==> config.mk <==
export PLATFORM = sky130hd
export DESIGN_NAME = wavelet3_fold_bank
export DESIGN_NICKNAME = d
export VERILOG_FILES = /design/src/rtl/wvl_pkg.sv /design/src/rtl/wvl_dot4.sv /design/src/rtl/wvl_stage1.sv /design/src/rtl/wvl_fold.sv /design/src/rtl/wavelet3_fold_bank.sv
export SDC_FILE = /design/constraint.sdc
export NUM_CORES = 2
export LEC_CHECK = 0
export ABC_AREA = 0
export BUFFER_PORTS_ARGS = -buffer_cell sky130_fd_sc_hd__buf_2
export CAP_MARGIN = 20
export CORE_AREA = 2 2 512 412
export DETAILED_ROUTE_END_ITERATION = 8
export DIE_AREA = 0 0 514 414
export PLACE_DENSITY = 0.49
export SETUP_SLACK_MARGIN = 0.02
export SYNTH_ARGS = -nofsm -noshare
export SYNTH_HDL_FRONTEND = slang
export SYNTH_HIERARCHICAL = 1
export SYNTH_SLANG_ARGS = --single-unit
==> constraint.sdc <==
create_clock -name clk -period 10 [get_ports clk]
set_input_delay 0 -clock clk [delete_from_list [all_inputs] [get_ports clk]]
set_output_delay 0 -clock clk [all_outputs]
set_load 0.1 [all_outputs]
==> src/rtl/wvl_pkg.sv <==
package wvl_pkg;

   // Number of filter taps and fractional bits of the fixed-point weights
   localparam int TAPS      = 4;
   localparam int COEF_FRAC = 11;
   localparam int COEF_W    = 13;

   typedef logic signed [COEF_W-1:0] coef_t;

   // Four-tap Daubechies lowpass weights scaled by 2^COEF_FRAC, newest sample first
   localparam coef_t LO_TAP [TAPS] = '{13'sd989, 13'sd1713, 13'sd459, -13'sd265};

   // Quadrature mirror: reversed lowpass taps with alternating sign
   function automatic coef_t hi_tap(input int idx);
      coef_t v;
      v = LO_TAP[TAPS-1-idx];
      return (idx % 2 == 0) ? v : -v;
   endfunction

endpackage

==> src/rtl/wvl_dot4.sv <==
module wvl_dot4 #(
   parameter int W    = 12,
   parameter int FRAC = 11,
   parameter bit HIGH = 1'b0
) (
   input  logic signed [W-1:0] win [wvl_pkg::TAPS],
   output logic signed [W-1:0] y
);

   localparam int NT  = wvl_pkg::TAPS;
   localparam int PW  = W + wvl_pkg::COEF_W;
   localparam int SW  = PW + $clog2(NT);
   localparam logic signed [SW-1:0] HALF   = SW'(2**(FRAC-1));
   localparam logic signed [SW-1:0] HI_LIM = SW'((2**(W-1)) - 1);
   localparam logic signed [SW-1:0] LO_LIM = ~HI_LIM;

   if (FRAC != wvl_pkg::COEF_FRAC) begin : g_bad_frac
      $error("wvl_dot4: FRAC must match the coefficient scaling");
   end
   if (W < 4) begin : g_bad_w
      $error("wvl_dot4: sample width too small");
   end

   wvl_pkg::coef_t      c    [NT];
   logic signed [PW-1:0] prod [NT];
   logic signed [SW-1:0] acc;
   logic signed [SW-1:0] rnd;
   logic signed [SW-1:0] shf;

   for (genvar i = 0; i < NT; i++) begin : g_tap
      if (HIGH) begin : g_hi
         assign c[i] = wvl_pkg::hi_tap(i);
      end else begin : g_lo
         assign c[i] = wvl_pkg::LO_TAP[i];
      end
      assign prod[i] = win[i] * c[i];
   end

   always_comb begin
      acc = '0;
      for (int i = 0; i < NT; i++) begin
         acc = acc + SW'(prod[i]);
      end
      rnd = acc + HALF;
      shf = rnd >>> FRAC;
      if (shf > HI_LIM) begin
         y = HI_LIM[W-1:0];
      end else if (shf < LO_LIM) begin
         y = LO_LIM[W-1:0];
      end else begin
         y = shf[W-1:0];
      end
   end

endmodule

==> src/rtl/wvl_stage1.sv <==
module wvl_stage1 #(
   parameter int W = 12
) (
   input  logic                clk,
   input  logic                rst_n,
   input  logic                in_valid,
   input  logic signed [W-1:0] in_x,
   output logic                out_valid,
   output logic signed [W-1:0] out_lo,
   output logic signed [W-1:0] out_hi
);

   localparam int NT = wvl_pkg::TAPS;
   localparam int HD = NT - 1;

   logic signed [W-1:0] hist [HD];
   logic signed [W-1:0] win  [NT];
   logic                odd;
   logic signed [W-1:0] lo_y;
   logic signed [W-1:0] hi_y;

   assign win[0] = in_x;
   for (genvar i = 1; i < NT; i++) begin : g_win
      assign win[i] = hist[i-1];
   end

   wvl_dot4 #(.W(W), .FRAC(wvl_pkg::COEF_FRAC), .HIGH(1'b0)) u_lo (.win(win), .y(lo_y));
   wvl_dot4 #(.W(W), .FRAC(wvl_pkg::COEF_FRAC), .HIGH(1'b1)) u_hi (.win(win), .y(hi_y));

   always_ff @(posedge clk) begin
      if (!rst_n) begin
         for (int i = 0; i < HD; i++) hist[i] <= '0;
         odd       <= 1'b0;
         out_valid <= 1'b0;
         out_lo    <= '0;
         out_hi    <= '0;
      end else begin
         out_valid <= in_valid && odd;
         if (in_valid) begin
            hist[0] <= in_x;
            for (int i = 1; i < HD; i++) hist[i] <= hist[i-1];
            odd <= ~odd;
            if (odd) begin
               out_lo <= lo_y;
               out_hi <= hi_y;
            end
         end
      end
   end

   // an idle edge keeps the pair phase and emits nothing
   p_idle_hold_r5: assert property (@(posedge clk) disable iff (!rst_n)
      !in_valid |=> ($stable(odd) && !out_valid));

   // decimation by two, never two outputs on back-to-back cycles
   p_pair_rate_r2: assert property (@(posedge clk) disable iff (!rst_n)
      out_valid |=> !out_valid);

endmodule

==> src/rtl/wvl_fold.sv <==
module wvl_fold #(
   parameter int W  = 12,
   parameter int NF = 2
) (
   input  logic                          clk,
   input  logic                          rst_n,
   input  logic                          push_valid,
   input  logic signed [W-1:0]           push_x,
   output logic                          res_valid,
   output logic [((NF>1)?$clog2(NF):1)-1:0] res_lane,
   output logic signed [W-1:0]           res_lo,
   output logic signed [W-1:0]           res_hi
);

   localparam int NT = wvl_pkg::TAPS;
   localparam int HD = NT - 1;
   localparam int LW = (NF > 1) ? $clog2(NF) : 1;

   if (NF < 1 || NF > 6) begin : g_bad_nf
      $error("wvl_fold: folded level count out of range");
   end

   logic [NF-1:0]       lane_pend;
   logic [NF-1:0]       grant;
   logic [LW-1:0]       gidx;
   logic signed [W-1:0] lane_win [NF][NT];
   logic signed [W-1:0] sel_win  [NT];
   logic signed [W-1:0] lo_y;
   logic signed [W-1:0] hi_y;

   // Lowest level has priority on the shared filter pair
   always_comb begin
      grant = '0;
      gidx  = '0;
      for (int k = NF-1; k >= 0; k--) begin
         if (lane_pend[k]) begin
            grant    = '0;
            grant[k] = 1'b1;
            gidx     = LW'(k);
         end
      end
   end

   always_comb begin
      sel_win = lane_win[0];
      for (int k = 0; k < NF; k++) begin
         if (grant[k]) sel_win = lane_win[k];
      end
   end

   wvl_dot4 #(.W(W), .FRAC(wvl_pkg::COEF_FRAC), .HIGH(1'b0)) u_lo (.win(sel_win), .y(lo_y));
   wvl_dot4 #(.W(W), .FRAC(wvl_pkg::COEF_FRAC), .HIGH(1'b1)) u_hi (.win(sel_win), .y(hi_y));

   always_ff @(posedge clk) begin
      if (!rst_n) begin
         res_valid <= 1'b0;
         res_lane  <= '0;
         res_lo    <= '0;
         res_hi    <= '0;
      end else begin
         res_valid <= |grant;
         if (|grant) begin
            res_lane <= gidx;
            res_lo   <= lo_y;
            res_hi   <= hi_y;
         end
      end
   end

   for (genvar k = 0; k < NF; k++) begin : g_lane
      logic                push;
      logic signed [W-1:0] px;
      logic signed [W-1:0] hist [HD];
      logic signed [W-1:0] win  [NT];
      logic                odd;
      logic                pend;

      if (k == 0) begin : g_src_in
         assign push = push_valid;
         assign px   = push_x;
      end else begin : g_src_fb
         assign push = res_valid && (res_lane == LW'(k-1));
         assign px   = res_lo;
      end

      always_ff @(posedge clk) begin
         if (!rst_n) begin
            for (int i = 0; i < HD; i++) hist[i] <= '0;
            for (int i = 0; i < NT; i++) win[i] <= '0;
            odd  <= 1'b0;
            pend <= 1'b0;
         end else begin
            if (push) begin
               hist[0] <= px;
               for (int i = 1; i < HD; i++) hist[i] <= hist[i-1];
               odd <= ~odd;
               if (odd) begin
                  win[0] <= px;
                  for (int i = 1; i < NT; i++) win[i] <= hist[i-1];
               end
            end
            if (push && odd) begin
               pend <= 1'b1;
            end else if (grant[k]) begin
               pend <= 1'b0;
            end
         end
      end

      assign lane_pend[k] = pend;
      assign lane_win[k]  = win;

      // a pending pair is served before the same level completes another
      p_no_overrun_r8: assert property (@(posedge clk) disable iff (!rst_n)
         (push && odd) |-> !pend);
   end

   // the shared filter pair serves one level per cycle
   p_single_grant_r8: assert property (@(posedge clk) disable iff (!rst_n)
      $onehot0(grant));

   // every folded result belongs to an existing level
   p_lane_range_r6: assert property (@(posedge clk) disable iff (!rst_n)
      res_valid |-> (int'(res_lane) < NF));

endmodule

==> src/rtl/wavelet3_fold_bank.sv <==
module wavelet3_fold_bank #(
   parameter int W      = 12,
   parameter int LEVELS = 3,
   parameter int TAG_W  = 2
) (
   input  logic                clk,
   input  logic                rst_n,
   input  logic                in_valid,
   input  logic signed [W-1:0] in_x,
   output logic                l1_valid,
   output logic signed [W-1:0] l1_detail,
   output logic                fd_valid,
   output logic [TAG_W-1:0]    fd_level,
   output logic signed [W-1:0] fd_detail,
   output logic                apx_valid,
   output logic signed [W-1:0] apx_data
);

   localparam int NF = LEVELS - 1;
   localparam int LW = (NF > 1) ? $clog2(NF) : 1;

   if (LEVELS < 2) begin : g_bad_levels
      $error("wavelet3_fold_bank: at least two levels are needed");
   end
   if (TAG_W < $clog2(LEVELS + 1)) begin : g_bad_tag
      $error("wavelet3_fold_bank: level tag too narrow");
   end

   logic                s1_valid;
   logic signed [W-1:0] s1_lo;
   logic signed [W-1:0] s1_hi;
   logic                f_valid;
   logic [LW-1:0]       f_lane;
   logic signed [W-1:0] f_lo;
   logic signed [W-1:0] f_hi;

   wvl_stage1 #(.W(W)) u_stage1 (
      .clk       (clk),
      .rst_n     (rst_n),
      .in_valid  (in_valid),
      .in_x      (in_x),
      .out_valid (s1_valid),
      .out_lo    (s1_lo),
      .out_hi    (s1_hi)
   );

   wvl_fold #(.W(W), .NF(NF)) u_fold (
      .clk        (clk),
      .rst_n      (rst_n),
      .push_valid (s1_valid),
      .push_x     (s1_lo),
      .res_valid  (f_valid),
      .res_lane   (f_lane),
      .res_lo     (f_lo),
      .res_hi     (f_hi)
   );

   assign l1_valid  = s1_valid;
   assign l1_detail = s1_hi;
   assign fd_valid  = f_valid;
   assign fd_level  = TAG_W'(f_lane) + TAG_W'(2);
   assign fd_detail = f_hi;
   assign apx_valid = f_valid && (f_lane == LW'(NF-1));
   assign apx_data  = f_lo;

   // a level-2 result trails the level-1 output that completed its pair by two cycles
   p_l2_latency_r7: assert property (@(posedge clk) disable iff (!rst_n)
      (fd_valid && fd_level == TAG_W'(2)) |-> $past(l1_valid, 2));

   // nothing is reported in the first cycle out of reset
   p_reset_quiet_r1: assert property (@(posedge clk) disable iff (!rst_n)
      $rose(rst_n) |-> (!l1_valid && !fd_valid && !apx_valid));

endmodule

==> flow_summary.yaml <==
run_status:
  outcome: "complete, no violations"
critical_path:
  cp_slowest_stage_delay_ns: 0.66
  startpoint_type: "flip-flop"
  path_class: "reg2reg"
  cp_data_arrival_time_ns: 9.76
  cp.required_ns: 10.46
  timing.critical_path.fanout_max: 22
  worst_path_max_delay_cell: "sky130_fd_sc_hd__o41a_1"
  cell_with_the_most_instances_on_the_worst_path: "sky130_fd_sc_hd__fa_1"
  crit_buf_inv: 7
  path_delay_family: "adder cells"
  endpoint_kind: "flip-flop"
cells_and_area:
  syn2layout_area_growth_pct: 7.46
  finish.net_count: 8578
  num-fill-cells: 21500
  fin_area_um2: 66700
  ratio_of_cells_with_drive_above_1_in_the_final_layout_pct: 4.96
route:
  detail_route.iter0.violations: 2081
  vias_per_cell: 4.33
  avgRoutedWirePerCell_um: 18.5
  drcViolationCount: 0
  drtAntennaViolNets: 0
  wl_um: 167000
  drt-pass1-iter-count: 5
  routed-via-count: 39000
die:
  core.rowCount: 150
  initial_utilization_pct: 29.9
  dieArea_um2: 213000
  die-height_um: 414
  core_area_um2: 208000
  dieWidth_um: 514
  ios: 56
cts:
  clock-sinks: 260
  clockRootBuffer: "sky130_fd_sc_hd__clkbuf_16"
  cts_tree: "done"
  path_clk_slew_ns: 0.07
  clockBufferDepth: 3
  number_of_buffers_created_by_cts: 31
  clk_latency_ns: 0.68
  ctsHtreeMaxLevel: 1
yosys:
  yosys-top-cells-count: "sky130_fd_sc_hd__inv_1, sky130_fd_sc_hd__fa_1, sky130_fd_sc_hd__ha_1"
  netlist.area_leader.share_pct: 41.8
  synth_enable_flop_cells: 108
  ys_seq_area_share_pct: 10.1
  mappedNetlistNets: 8544
  syn_inst_count: 6217
  synth.yosys.warnings: 6
  dominant_cells_by_area_after_synthesis: "sky130_fd_sc_hd__fa_1, sky130_fd_sc_hd__ha_1, sky130_fd_sc_hd__inv_1"
  predominant_post_synthesis_flop_cell: "sky130_fd_sc_hd__dfxtp_1"
  yosysMostFrequentCell: "sky130_fd_sc_hd__inv_1"
  avg_inst_size_synth_um2: 9.99
  synth_cell_type_count: 111
  yosys_register_bits: 260
  async_reset_ff_share_pct: 0
  synthesis.area_um2: 62100
  synthDominantAreaCellType: "sky130_fd_sc_hd__fa_1"
grt:
  grt_first_pass_wirelength_um: 262000
  grt_pass1_vias: 42900
  antenna_found_initial: 12
  pin_count_of_the_biggest_net_entering_global_routing: 167
  globalRouteOverflowTotal: 0
  grt.total_usage_pct: 16.1
sta:
  final.period_utilization_pct: 93.0
  rsz0062_at_grt: "no"
  max-slew-margin-rel_pct: 35.2
  finalSetupViolations: 0
  min_period_ns: 9.30
  finClkSkew_ns: 0.0852
  slew_viol_final: 0
  max_freq_mhz: 107
  timing.hold.ws_ns: 0.0665
  worst_slew_pin_slew_ns: 0.972
  hold_vio_cnt_final: 0
  tns_ns: 0
placed_design:
  port_buffers: 54
  placed_cell_area_um2: 65600
  gp_congestion: 0.929
  dpl.hpwl_um: 144000
run:
  max-cap-violations: 0
hold_path:
  timing.hold.worst.class: "in2reg"
-- cells in the final DEF, fill, tap and decap left out, types with 31 or more instances in the layout --
cell type                   Yosys  final
sky130_fd_sc_hd__buf_4         10     61
sky130_fd_sc_hd__a21oi_1      153    153
sky130_fd_sc_hd__nand3_1       72     72
sky130_fd_sc_hd__xnor2_1       96     96
sky130_fd_sc_hd__nor2_1        51     50
sky130_fd_sc_hd__clkbuf_16      0     31
sky130_fd_sc_hd__inv_1       2215   2215
sky130_fd_sc_hd__o21ai_1       31     31
sky130_fd_sc_hd__and3_1        87     87
sky130_fd_sc_hd__ha_1        1014   1014
sky130_fd_sc_hd__and2_1        48     48
sky130_fd_sc_hd__xor2_1        46     46
sky130_fd_sc_hd__buf_2         31     53
sky130_fd_sc_hd__fa_1        1298   1298
sky130_fd_sc_hd__mux2_2        48     48
sky130_fd_sc_hd__nand2_1      275    275
sky130_fd_sc_hd__o21ai_0       93     93
sky130_fd_sc_hd__nand4_1       41     41
sky130_fd_sc_hd__dfxtp_1      152    151
sky130_fd_sc_hd__edfxtp_1     108    108
-- state kept, by name, summed over array words and instances, names as in the netlist --
signal	count
u_stage1/hist	36
u_fold/res_hi	12
u_fold/g_lane.odd	2
u_stage1/odd	1
u_fold/res_lo	12
u_fold/g_lane.win	96
u_fold/g_lane.hist	72
u_stage1/out_hi	12
u_fold/res_lane	1
u_fold/g_lane.pend	2
u_stage1/out_lo	12
u_stage1/out_valid	1
u_fold/res_valid	1
-- logic make-up (layout without fill, tap and decap cells) --
kind of cell	Yosys count	after routing	share of synthesized area, %
adder cells (fa/ha/maj)	2312	2312	62.3
AND/OR/NAND/NOR	652	652	5.20
XOR/XNOR	143	143	2.03
other	1	7	0.00604
multiplexers	51	51	0.919
buffers and inverters	2338	2397	14.5
flip-flops	260	260	10.1
AO/OA/AOI/OAI	460	460	4.96
-- per-stage QoR --
| stage | std cells | utilization [%] | setup WS, ns |
|---|---|---|---|
| 5_1_grt | 9012 | 32.1 | 0.204 |
| 3_5_place_dp | 8949 | 31.6 | 0.518 |
| 4_1_cts | 9012 | 32.1 | 0.489 |
| 2_1_floorplan | 6217 | - | 1.31 |
| 6_report | 9018 | 32.1 | 0.696 |
| 3_3_place_gp | 8948 | 31.6 | 0.551 |
-- repair_timing --
action | CTS | global route
buffers inserted | 0 | 0
hold buffers | 5 | 0
gates resized for setup | 0 | 1
endpoints found under the hold margin | 42 | 0
endpoints found under the setup margin | 0 | 6
-- layout make-up --
class	count	area, um^2	share of cell area, %
multi-input combinational	3619	46800	70.2
inverter	2216	8320	12.5
sequential	260	6290	9.42
tap	2736	3420	5.13
clock buffer	41	863	1.29
timing repair buffer	123	840	1.26
clock inverter	17	154	0.231
antenna	6	15.0	0.0225
-- worst register-to-register path, delay by kind of cell (launching register included) --
kind / cells / cell delay, ns
muxes: 1 / 0.50
adders and majority gates: 10 / 4.87
buffers and inverters: 7 / 0.71
DFF: 1 / 0.41
and+or+nand+nor: 2 / 0.47
AOI/OAI and AO/OA: 8 / 1.87
xor gates and xnor gates: 1 / 0.37
-- path summary, 6_finish.rpt --
path,to,slack [ns],start,cells after the start
worst max register to register,u_fold/res_lo[0]$_SDFFE_PN0P_,0.70,u_fold/g_lane[0].pend$_SDFFE_PN0P_,29
worst min-delay path,u_stage1/hist[0][4]$_SDFFCE_PN0P_,0.07,in_x[4],2
worst min register to register,u_stage1/out_hi[6]$_SDFFE_PN0P_,0.45,u_stage1/out_hi[6]$_SDFFE_PN0P_,2
worst max-delay path,u_fold/res_lo[0]$_SDFFE_PN0P_,0.70,u_fold/g_lane[0].pend$_SDFFE_PN0P_,29
-- layer usage --
layer / share of wire, % / vias up / global-route usage [%]
met5: 0 / - / 0
met4: 1.2 / 0 / 1.93
met3: 5.8 / 85 / 2.48
met2: 41 / 684 / 23.5
met1: 52 / 19800 / 25.4
li1: - / 18500 / -
Power is not shown: default switching activity piles up to over one toggle a cycle in this logic, so the estimate is an artifact.
